===== src/rtl/strap_pad_ctrl.sv =====
module strap_pad_ctrl #(
  parameter int NPAD = 4,
  parameter logic [NPAD-1:0] PULL_VAL = '1
) (
  input  logic            clk,
  input  logic            rst,
  input  logic            por_done,
  input  logic [NPAD-1:0] pad_in,
  input  logic [NPAD-1:0] clk_src,
  output logic [NPAD-1:0] pad_oe,
  output logic [NPAD-1:0] pad_out,
  output logic [NPAD-1:0] cfg_word,
  output logic            cfg_valid,
  output logic [2:0]      cpu_sel,
  output logic            bus_sync
);

  localparam int MODE_BIT = 0;
  localparam logic [2:0] FIXED_BUS_CODE = 3'b011;

  logic taken;

  always_ff @(posedge clk) begin
    if (rst) begin
      cfg_word  <= PULL_VAL;
      taken     <= 1'b0;
      cfg_valid <= 1'b0;
    end else begin
      if (por_done && !taken) begin
        cfg_word <= pad_in;
        taken    <= 1'b1;
      end
      cfg_valid <= taken;
    end
  end

  assign cpu_sel  = cfg_word[3:1];
  assign bus_sync = cfg_word[MODE_BIT] && (cpu_sel != FIXED_BUS_CODE);

  for (genvar p = 0; p < NPAD; p++) begin : g_pad
    assign pad_oe[p]  = cfg_valid;
    assign pad_out[p] = cfg_valid & clk_src[p];
  end

endmodule


===== config.mk =====
export PLATFORM = sky130hd
export DESIGN_NAME = strap_pad_ctrl
export DESIGN_NICKNAME = d
export VERILOG_FILES = /design/src/rtl/strap_pad_ctrl.sv
export SDC_FILE = /design/constraint.sdc
export NUM_CORES = 1
export LEC_CHECK = 0
export ABC_AREA = 1
export BUFFER_PORTS_ARGS = -buffer_cell sky130_fd_sc_hd__buf_2
export CAP_MARGIN = 10
export CORE_AREA = 2 2 39 41
export CTS_CLUSTER_SIZE = 30
export DETAILED_ROUTE_END_ITERATION = 10
export DIE_AREA = 0 0 41 43
export GPL_TIMING_DRIVEN = 0
export MAX_ROUTING_LAYER = met4
export SLEW_MARGIN = 30
export SYNTH_ARGS = -nofsm -noshare
export SYNTH_HDL_FRONTEND = slang
export SYNTH_SLANG_ARGS = --single-unit

===== constraint.sdc =====
create_clock -name clk -period 0.9 [get_ports clk]
set_input_delay 0.135 -clock clk [delete_from_list [all_inputs] [get_ports clk]]
set_output_delay 0.135 -clock clk [all_outputs]
set_load 0.005 [all_outputs]

# [Yosys cells after proc, flatten, opt, wreduce, memory -nomap -nowiden]
# Index checks and enable logic that the tools add are counted.
[op_classes] add_sub_neg=0 n_mul=0 n_div=0 magnitude_cmp=0 n_eq_ne=1 n_shift=0 muxes=0 bitwise_logic=4 n_reduce_logical=3
[ops] cell="$and A1 B1 Y1" count=4
[ops] cell="$ne A3 B2 Y1 const B" count=1
[ops] cell="$logic_and A1 B1 Y1" count=2
[ops] cell="$logic_not A1 Y1" count=1
[word_totals] ff_bits=6 latch_bits=0 mem_bits_rw=0 romBits=0 out_inout_bits=17 word_cells=11 memories=0

# [Logic depth before layout (Yosys ltp)]
# Gate-level depths: netlist (run 1).
[depth] word_depth=2 depth_mapped=4 ltp_nobuf=4

# [Least setup slack after synthesis (run 1)]
# No wires, ideal clock.
[synth_path] kind="register to output" start="register cfg_word[2]" end="output port bus_sync" arrival_time_ps=584 slack_ps=181 path_stages_with_launch=3 n_path_buf=0 cell_sequence="dfxtp_1 nand2_1 o21a_1"
[synth_between] elab_chain_len=2
[synth_rtl] element="from (decl)" line="12" source="output logic [NPAD-1:0] cfg_word,"
[synth_rtl] element="from (signal assigned)" line="30" source="cfg_word <= pad_in;"
[synth_rtl] element="$ne A3 B2 Y1" line="38" source="assign bus_sync = cfg_word[MODE_BIT] && (cpu_sel != FIXED_BUS_CODE);"
[synth_rtl] element="$logic_and A1 B1 Y1" line="38"
[synth_rtl] element="to (decl)" line="15" source="output logic bus_sync"
# No other way between the ends.

# [Worst setup path in the final report (run 1)]
# Ends and elaborated chain as after synthesis.

==> results of run 1 <==
==> cells by family (layout without fill, tap and decap cells) <==
family,count (synthesis),count (layout),synth area share [%]
buffers and inverters,13,45,25.42
and+or+nand+nor,19,19,28.39
AOI/OAI and AO/OA,2,2,5.510
DFF,6,6,40.68
==> cell type report <==
type                            count  area share (%)
Tap cell                           16           3.653
Inverter                            6           4.110
Clock buffer                        3           4.110
Buffer                              7           11.64
Sequential cell                     6           23.74
Multi-Input combinational cell     21           18.26
Timing Repair Buffer               29           34.47
==> critical path, cell delays in order, from the launching register on <==
cell,delay [ns]
dfxtp_2,0.34
nand2_1,0.05
o21a_1,0.15
buf_2,0.12
==> per-stage QoR <==
step | hold WS, ns | total power [mW] | cells | utilization, % | TNS, ns
3_5_place_dp | 0.3273 | 0.4760 | 83 | 32.55 | 0
6_report | 0.07982 | 0.7542 | 88 | 39.60 | -0.8627
4_1_cts | 0.07262 | 0.7655 | 88 | 39.15 | -1.014
3_3_place_gp | 0.3274 | 0.4730 | 83 | 32.55 | 0
2_1_floorplan | 0.1974 | 0.3948 | 40 | - | 0
5_1_grt | 0.08016 | 0.8035 | 88 | 39.60 | -1.439
==> worst paths after layout <==
kind / start / to / cells past startpoint / slack [ns]
min reg2reg: cfg_word[1] / cfg_word[1] / 2 / 0.47
max reg2reg: taken / cfg_word[0] / 4 / 0.15
min: rst / taken / 2 / 0.08
max: cfg_word[2] / bus_sync / 3 / -0.14
==> flip-flops by register name (all words and copies together), names as in the netlist <==
name,count
taken,1
cfg_word,4
cfg_valid,1
==> synth_stat cells <==
cell | number | area share [%]
nand2_1 | 9 | 11
nand3_1 | 8 | 14
buf_4 | 7 | 18
dfxtp_1 | 6 | 41
inv_1 | 5 | 6.4
a21oi_2 | 1 | 3.0
inv_2 | 1 | 1.3
nand2_2 | 1 | 2.1
nor2_1 | 1 | 1.3
o21a_1 | 1 | 2.5
==> report_power, final <==
part           internal [mW]  switching (mW)  total (mW)
sequential             0.289          0.0205       0.310
combinational          0.134          0.0756       0.209
clock                  0.150          0.0852       0.235
total                  0.573           0.181       0.754
==> routing by layer <==
layer,GRT usage (%),part of all wire [%]
met1,9.061,38
met2,14.06,51
met3,6.283,11
met4,2.000,0
met5,-,0
==> timing repair <==
action	in CTS	in global routing
setup buffers	2	0
endpoints found under the setup margin	13	15
resized for setup	14	2
pin swaps	2	1
==> run metrics, run 1 <==
largest net degree at the start of global routing 10; PnR worst setup slack -0.1407 ns; Max-Cap Viols 0; Worst-Margin Slew 0.1215 ns; data required time of the critical path 0.76 ns; pre-CTS setup slack 0.06685 ns; post-layout min period 1.041 ns; Reg area 130.1 sq um; H-tree Lvls 1; DRC errors left 0; Yosys reg bits 6; Max-Slew Margin vs Limit 91.89%; CTS Sinks 6; die height 43 um; Max Slew Vio Count 0; crit end category output port; post-DR vias/cell 3.898; Initial Util 21.34%; Layout area overhead 85.59%; DRT antenna net count 0; Final Skew 0.001424 ns; GPL Wtd Cong 0.7650; Peak VDD IR 0.0007409 V; DR vias 343; # port buffers 27; initial DRC count 2; Worst Setup Path Type reg2out; status finished, violations left; Post-DP HPWL 566.5 um; Seq/Total Area, Yosys 40.68%; DP Area 450.4 sq um; GRT Total Usage 9.072%; Netlist cell types 10; Post-Syn Area 295.3 sq um; Reg clk slew, reported paths 0.04 ns; Final Setup Violations 14; CTS Root Cell clkbuf_4; antenna violations before repair 0; clock latency on the worst-skew pair 0.24 ns; power per cell area 1376 nW/um^2; Max Fclk 0.9609 GHz; Final #Nets 85; Clock Tree Buf Depth 2; Core Area 1384 sq um; Leak 0.3333 nW; syn nets 51; cts hold-fix bufs 0; Die Span X 41 um; first-pass GRT wire length 1055 um; TritonCTS clock tree built; wire length per cell 7.795 um; Design Area, Final 548.0 sq um; CTS buffer count 3; area of the multi-input gates 100.1 sq um; vias in the first global route 291; number of synthesis warnings 0; total grt overflow 0; Worst setup SP type register; die area 1763 sq um; RSZ-0062 raised after global routing true; maximum fanout along the worst path 3; row count 14; Avg Synthesized Cell Area 7.382 sq um; Ports 28; commonest non-fill, non-tap cell in the layout buf_2; First-pass DRT Iterations 2; Hold Fails Final Rpt 0; Hold Path Class in2reg; ant diodes 0; layout cell share with drive strength beyond 1 63.89%; fillers 153; crit share post-route 115.6%; Gate Count Post-Synth 40; routed wire length 686 um; violated checks negative setup slack; critical path arrival 0.91 ns; most frequent cells in the layout 22 x buf_2, 10 x buf_6, 9 x nand2_1
No activity file was read; power rests on OpenSTA's default activity.
==> run 2: changes to the inputs <==
--- a/config.mk
+++ b/config.mk
@@ -6,7 +6,7 @@
 export NUM_CORES = 1
 export LEC_CHECK = 0
 export ABC_AREA = 1
-export BUFFER_PORTS_ARGS = -buffer_cell sky130_fd_sc_hd__buf_2
+export BUFFER_PORTS_ARGS = -buffer_cell sky130_fd_sc_hd__clkbuf_2
 export CAP_MARGIN = 10
 export CORE_AREA = 2 2 39 41
 export CTS_CLUSTER_SIZE = 30
==> run metrics, run 2 (synthesized netlist as in run 1, its figures left out) <==
Core Area 1384 sq um; TritonCTS clock tree built; H-tree Lvls 1; pre-CTS setup slack 0.05949 ns; total grt overflow 0; Peak VDD IR 0.0007335 V; Max Slew Vio Count 0; antenna violations before repair 0; Worst setup SP type register; DR vias 364; maximum fanout along the worst path 3; DP Area 450.4 sq um; post-layout min period 1.025 ns; most frequent cells in the layout 25 x clkbuf_2, 9 x nand2_1, 8 x nand3_1; Max-Cap Viols 0; ant diodes 0; Hold Path Class in2reg; Design Area, Final 519.2 sq um; data required time of the critical path 0.76 ns; die area 1763 sq um; Initial Util 21.34%; crit path from cfg_word[1]; Reg-to-Reg Start taken; Reg clk slew, reported paths 0.04 ns; vias in the first global route 288; First-pass DRT Iterations 3; status finished, violations left; Critical-path top delay cell dfxtp_2; clock latency on the worst-skew pair 0.24 ns; Layout area overhead 75.85%; Worst-Margin Slew 0.1205 ns; max FFs per register 4; crit end category output port; CTS Root Cell clkbuf_4; wire length per cell 8.125 um; power per cell area 1423 nW/um^2; largest net degree at the start of global routing 10; top flop regs cfg_word (4), cfg_valid (1), taken (1); layout cell share with drive strength beyond 1 63.89%; Worst R2R Path Depth 4; die height 43 um; Ports 28; CTS Sinks 6; CP top delay family flip-flops; row count 14; crit share post-route 113.9%; critical path arrival 0.89 ns; critical path, cell by cell nand2_1, o21a_1, clkbuf_2; routed wire length 715 um; Top reg by flops cfg_word; Worst Setup Path Type reg2out; DRC errors left 0; GPL Wtd Cong 0.7668; Hold Fails Final Rpt 0; Die Span X 41 um; CTS buffer count 3; RSZ-0062 raised after global routing true; # port buffers 27; Final Core Density 37.52%; Final Skew 0.002746 ns; Worst R2R Setup Slack 0.14 ns; Post-DP HPWL 597.5 um; Leak 0.3224 nW; crit path capture bus_sync; Crit path depth 3; r2r endpoint cfg_word[2]; violated checks negative setup slack; Overall Power 738.9 uW; Final #Nets 85; CP Buf/Inv Count 1; worst hold slack 0.08563 ns; commonest non-fill, non-tap cell in the layout clkbuf_2; PnR worst setup slack -0.1255 ns; GRT Total Usage 9.372%; DRT antenna net count 0; first-pass GRT wire length 1055 um; initial DRC count 3; CP max stage delay 0.34 ns; Max Fclk 0.9752 GHz; Clock Tree Buf Depth 2; Max-Slew Margin vs Limit 91.96%; Final Setup Violations 14; post-DR vias/cell 4.136
run 2: worst min-delay path by stage:
stage               start     to  slack (ns)  depth (start not counted)
finish                rst  taken        0.09                          2
global placement      rst  taken        0.33                          2
global route          rst  taken        0.08                          2
floorplan             rst  taken        0.20                          1
CTS                   rst  taken        0.08                          2
detailed placement    rst  taken        0.34                          2
run 2: timing repair:
item / CTS / global route
endpoints found under the setup margin: 13 / 16
setup buffers: 2 / 0
hold buffers: 0 / 0
pin swaps: 1 / 0
resized for setup: 7 / 5
cloned: 0 / 0
run 2: per-layer routing:
layer	global-route usage, %	share of wire, %	vias up	wire (um)
li1	-	-	182	-
met1	9.677	39	162	277
met2	13.44	51	20	366
met3	6.283	9.9	0	71
met4	4.000	0	0	0
met5	-	0	-	0
run 2: worst register-to-register path, stage by stage, from the launching register on:
cell and delay, ns:
dfxtp_1 0.30, inv_2 0.11, nand2_2 0.10, nand2_1 0.07, nand3_1 0.06
run 2: power breakdown:
| group | switching, mW | internal, mW |
|---|---|---|
| combinational | 0.0745 | 0.115 |
| clock | 0.0893 | 0.150 |
| sequential | 0.0209 | 0.289 |
| total | 0.185 | 0.554 |
run 2: stage by stage:
stage                     TNS (ns)  cells
after floorplan                  0     40
after global placement           0     83
after detailed placement         0     83
after CTS                   -1.032     88
after global routing        -1.615     88
final                      -0.8403     88
run 2: cell type report:
type                            count  area, sq um
Timing Repair Buffer               29        160.2
Buffer                              7        63.81
Clock buffer                        3        22.52
Sequential cell                     6        130.1
Tap cell                           16        20.02
Inverter                            6        22.52
Multi-Input combinational cell     21        100.1
Fill cell                         154        864.6
==> run 3: changes to the inputs <==
--- a/config.mk
+++ b/config.mk
@@ -8,12 +8,14 @@
 export ABC_AREA = 1
 export BUFFER_PORTS_ARGS = -buffer_cell sky130_fd_sc_hd__clkbuf_2
 export CAP_MARGIN = 10
-export CORE_AREA = 2 2 39 41
+export CELL_PAD_IN_SITES_DETAIL_PLACEMENT = 0
+export CELL_PAD_IN_SITES_GLOBAL_PLACEMENT = 1
+export CORE_UTILIZATION = 20
 export CTS_CLUSTER_SIZE = 30
 export DETAILED_ROUTE_END_ITERATION = 10
-export DIE_AREA = 0 0 41 43
 export GPL_TIMING_DRIVEN = 0
 export MAX_ROUTING_LAYER = met4
+export PLACE_DENSITY_LB_ADDON = 0.1
 export SLEW_MARGIN = 30
 export SYNTH_ARGS = -nofsm -noshare
 export SYNTH_HDL_FRONTEND = slang
==> constraint.sdc (replaced) <==
create_clock -name clk -period 1 [get_ports clk]
set_input_delay 0.15 -clock clk [delete_from_list [all_inputs] [get_ports clk]]
set_output_delay 0.15 -clock clk [all_outputs]
set_load 0.005 [all_outputs]
==> run metrics, run 3 (synthesized netlist as in run 1, its figures left out) <==
data required time of the critical path 0.85 ns; CP max stage delay 0.32 ns; First-pass DRT Iterations 4; Crit path depth 3; Max-Cap Viols 0; ant diodes 0; row count 13; Critical-path top delay cell dfxtp_2; wire length per cell 7.326 um; Initial Util 22.14%; DP Area 449.2 sq um; critical path, cell by cell buf_4, buf_4, clkbuf_2; Hold Fails Final Rpt 0; post-DR vias/cell 3.942; CP Buf/Inv Count 3; Ports 28; Worst-Margin Slew 0.1259 ns; CP top delay family buffers and inverters; crit end category output port; critical path arrival 0.90 ns; PnR worst setup slack -0.04863 ns; area of the multi-input gates 100.1 sq um; commonest non-fill, non-tap cell in the layout clkbuf_2; Clock Tree Buf Depth 2; Hold Path Class in2reg; status finished, violations left; largest net degree at the start of global routing 10; post-layout min period 1.049 ns; DRC errors left 0; violated checks negative setup slack; Die Span X 40.43 um; # port buffers 27; Post-DP HPWL 564.8 um; Leak 0.3095 nW; layout cell share with drive strength beyond 1 61.97%; Design Area, Final 485.5 sq um; most frequent cells in the layout 26 x clkbuf_2, 9 x nand2_1, 8 x nand3_1, 8 x buf_4, 5 x inv_1; pre-CTS setup slack 0.1409 ns; GPL Wtd Cong 0.6033; Worst Hold Depth 2; crit share post-route 104.9%; Worst setup SP type register; first-pass GRT wire length 903 um; Top reg by flops cfg_word; die area 1634 sq um; max FFs per register 4; Final #Nets 84; Reg clk slew, reported paths 0.04 ns; maximum fanout along the worst path 3; H-tree Lvls 1; CTS buffer count 3; die height 40.43 um; Max Fclk 0.9536 GHz; antenna violations before repair 0; GRT Total Usage 9.123%; Reg area 126.4 sq um; Max-Slew Margin vs Limit 91.59%; power per cell area 1326 nW/um^2; routed wire length 630 um; Peak VDD IR 0.0005650 V; DR vias 339; worst hold slack 0.09780 ns; Most Frequent Cell on Critical Path buf_4; top flop regs cfg_word (4), cfg_valid (1), taken (1); Core Area 1334 sq um; CTS Root Cell clkbuf_4; TritonCTS clock tree built; vias in the first global route 245; clock latency on the worst-skew pair 0.24 ns; initial DRC count 2; Worst Setup Path Type reg2out; DRT antenna net count 0; Final Skew 0.001602 ns; Max Slew Vio Count 0; Final Setup Violations 2; total grt overflow 0; Layout area overhead 64.41%; fillers 153; Worst R2R Path Depth 4; CTS Sinks 6; RSZ-0062 raised after global routing true
[run 3: cell count changes in the layout (fill, tap and decap cells not counted), sizes merged]
cell	change
buf	-2
clkbuf	+1
[run 3: final timing paths]
kind	end	startpoint	slack [ns]
worst min register to register	cfg_word[1]	cfg_word[1]	0.47
worst min-delay path	taken	rst	0.1
worst max-delay path	cpu_sel[0]	cfg_word[1]	-0.05
worst max register to register	cfg_word[2]	taken	0.25
[run 3: stage by stage]
stage	cells	TNS (ns)	power, mW	utilization (%)
floorplan	40	0	0.3553	-
global placement	82	0	0.4308	33.68
detailed placement	82	0	0.4300	33.68
CTS	85	-0.06857	0.6565	35.83
global route	86	-0.4980	0.6989	36.40
finish	86	-0.09187	0.6439	36.40
[run 3: layer usage]
layer	global-route usage (%)	part of all wire [%]
met5	-	0
met4	10.00	3.0
met3	3.333	14
met2	13.10	39
met1	8.911	44
[run 3: power by group]
group / leakage [nW] / switching (mW) / internal (mW) / total, mW
combinational: 0.246 / 0.0615 / 0.0877 / 0.149
clock: 0.0138 / 0.0815 / 0.135 / 0.217
sequential: 0.0499 / 0.0175 / 0.260 / 0.278
total: 0.309 / 0.160 / 0.483 / 0.644
[run 3: final cells by class]
cell class / instances / share of cell area [%]
buffer: 7 / 10.82
multi-input combinational: 21 / 20.62
inverter: 6 / 4.639
clock buffer: 3 / 4.639
tap: 15 / 3.866
sequential: 6 / 26.03
timing repair buffer: 28 / 29.38
[run 3: timing repair]
action	CTS	global route
endpoints found under the setup margin	10	10
pin swaps	0	1
buffers inserted	0	1
hold endpoints to repair	0	0
gates resized for setup	4	1
hold buffers	0	0
[run 3: worst register-to-register path, stage by stage (launching register included)]
cell     delay [ns]
dfxtp_1        0.30
inv_2          0.10
nand2_2        0.10
nand2_1        0.07
nand3_1        0.05
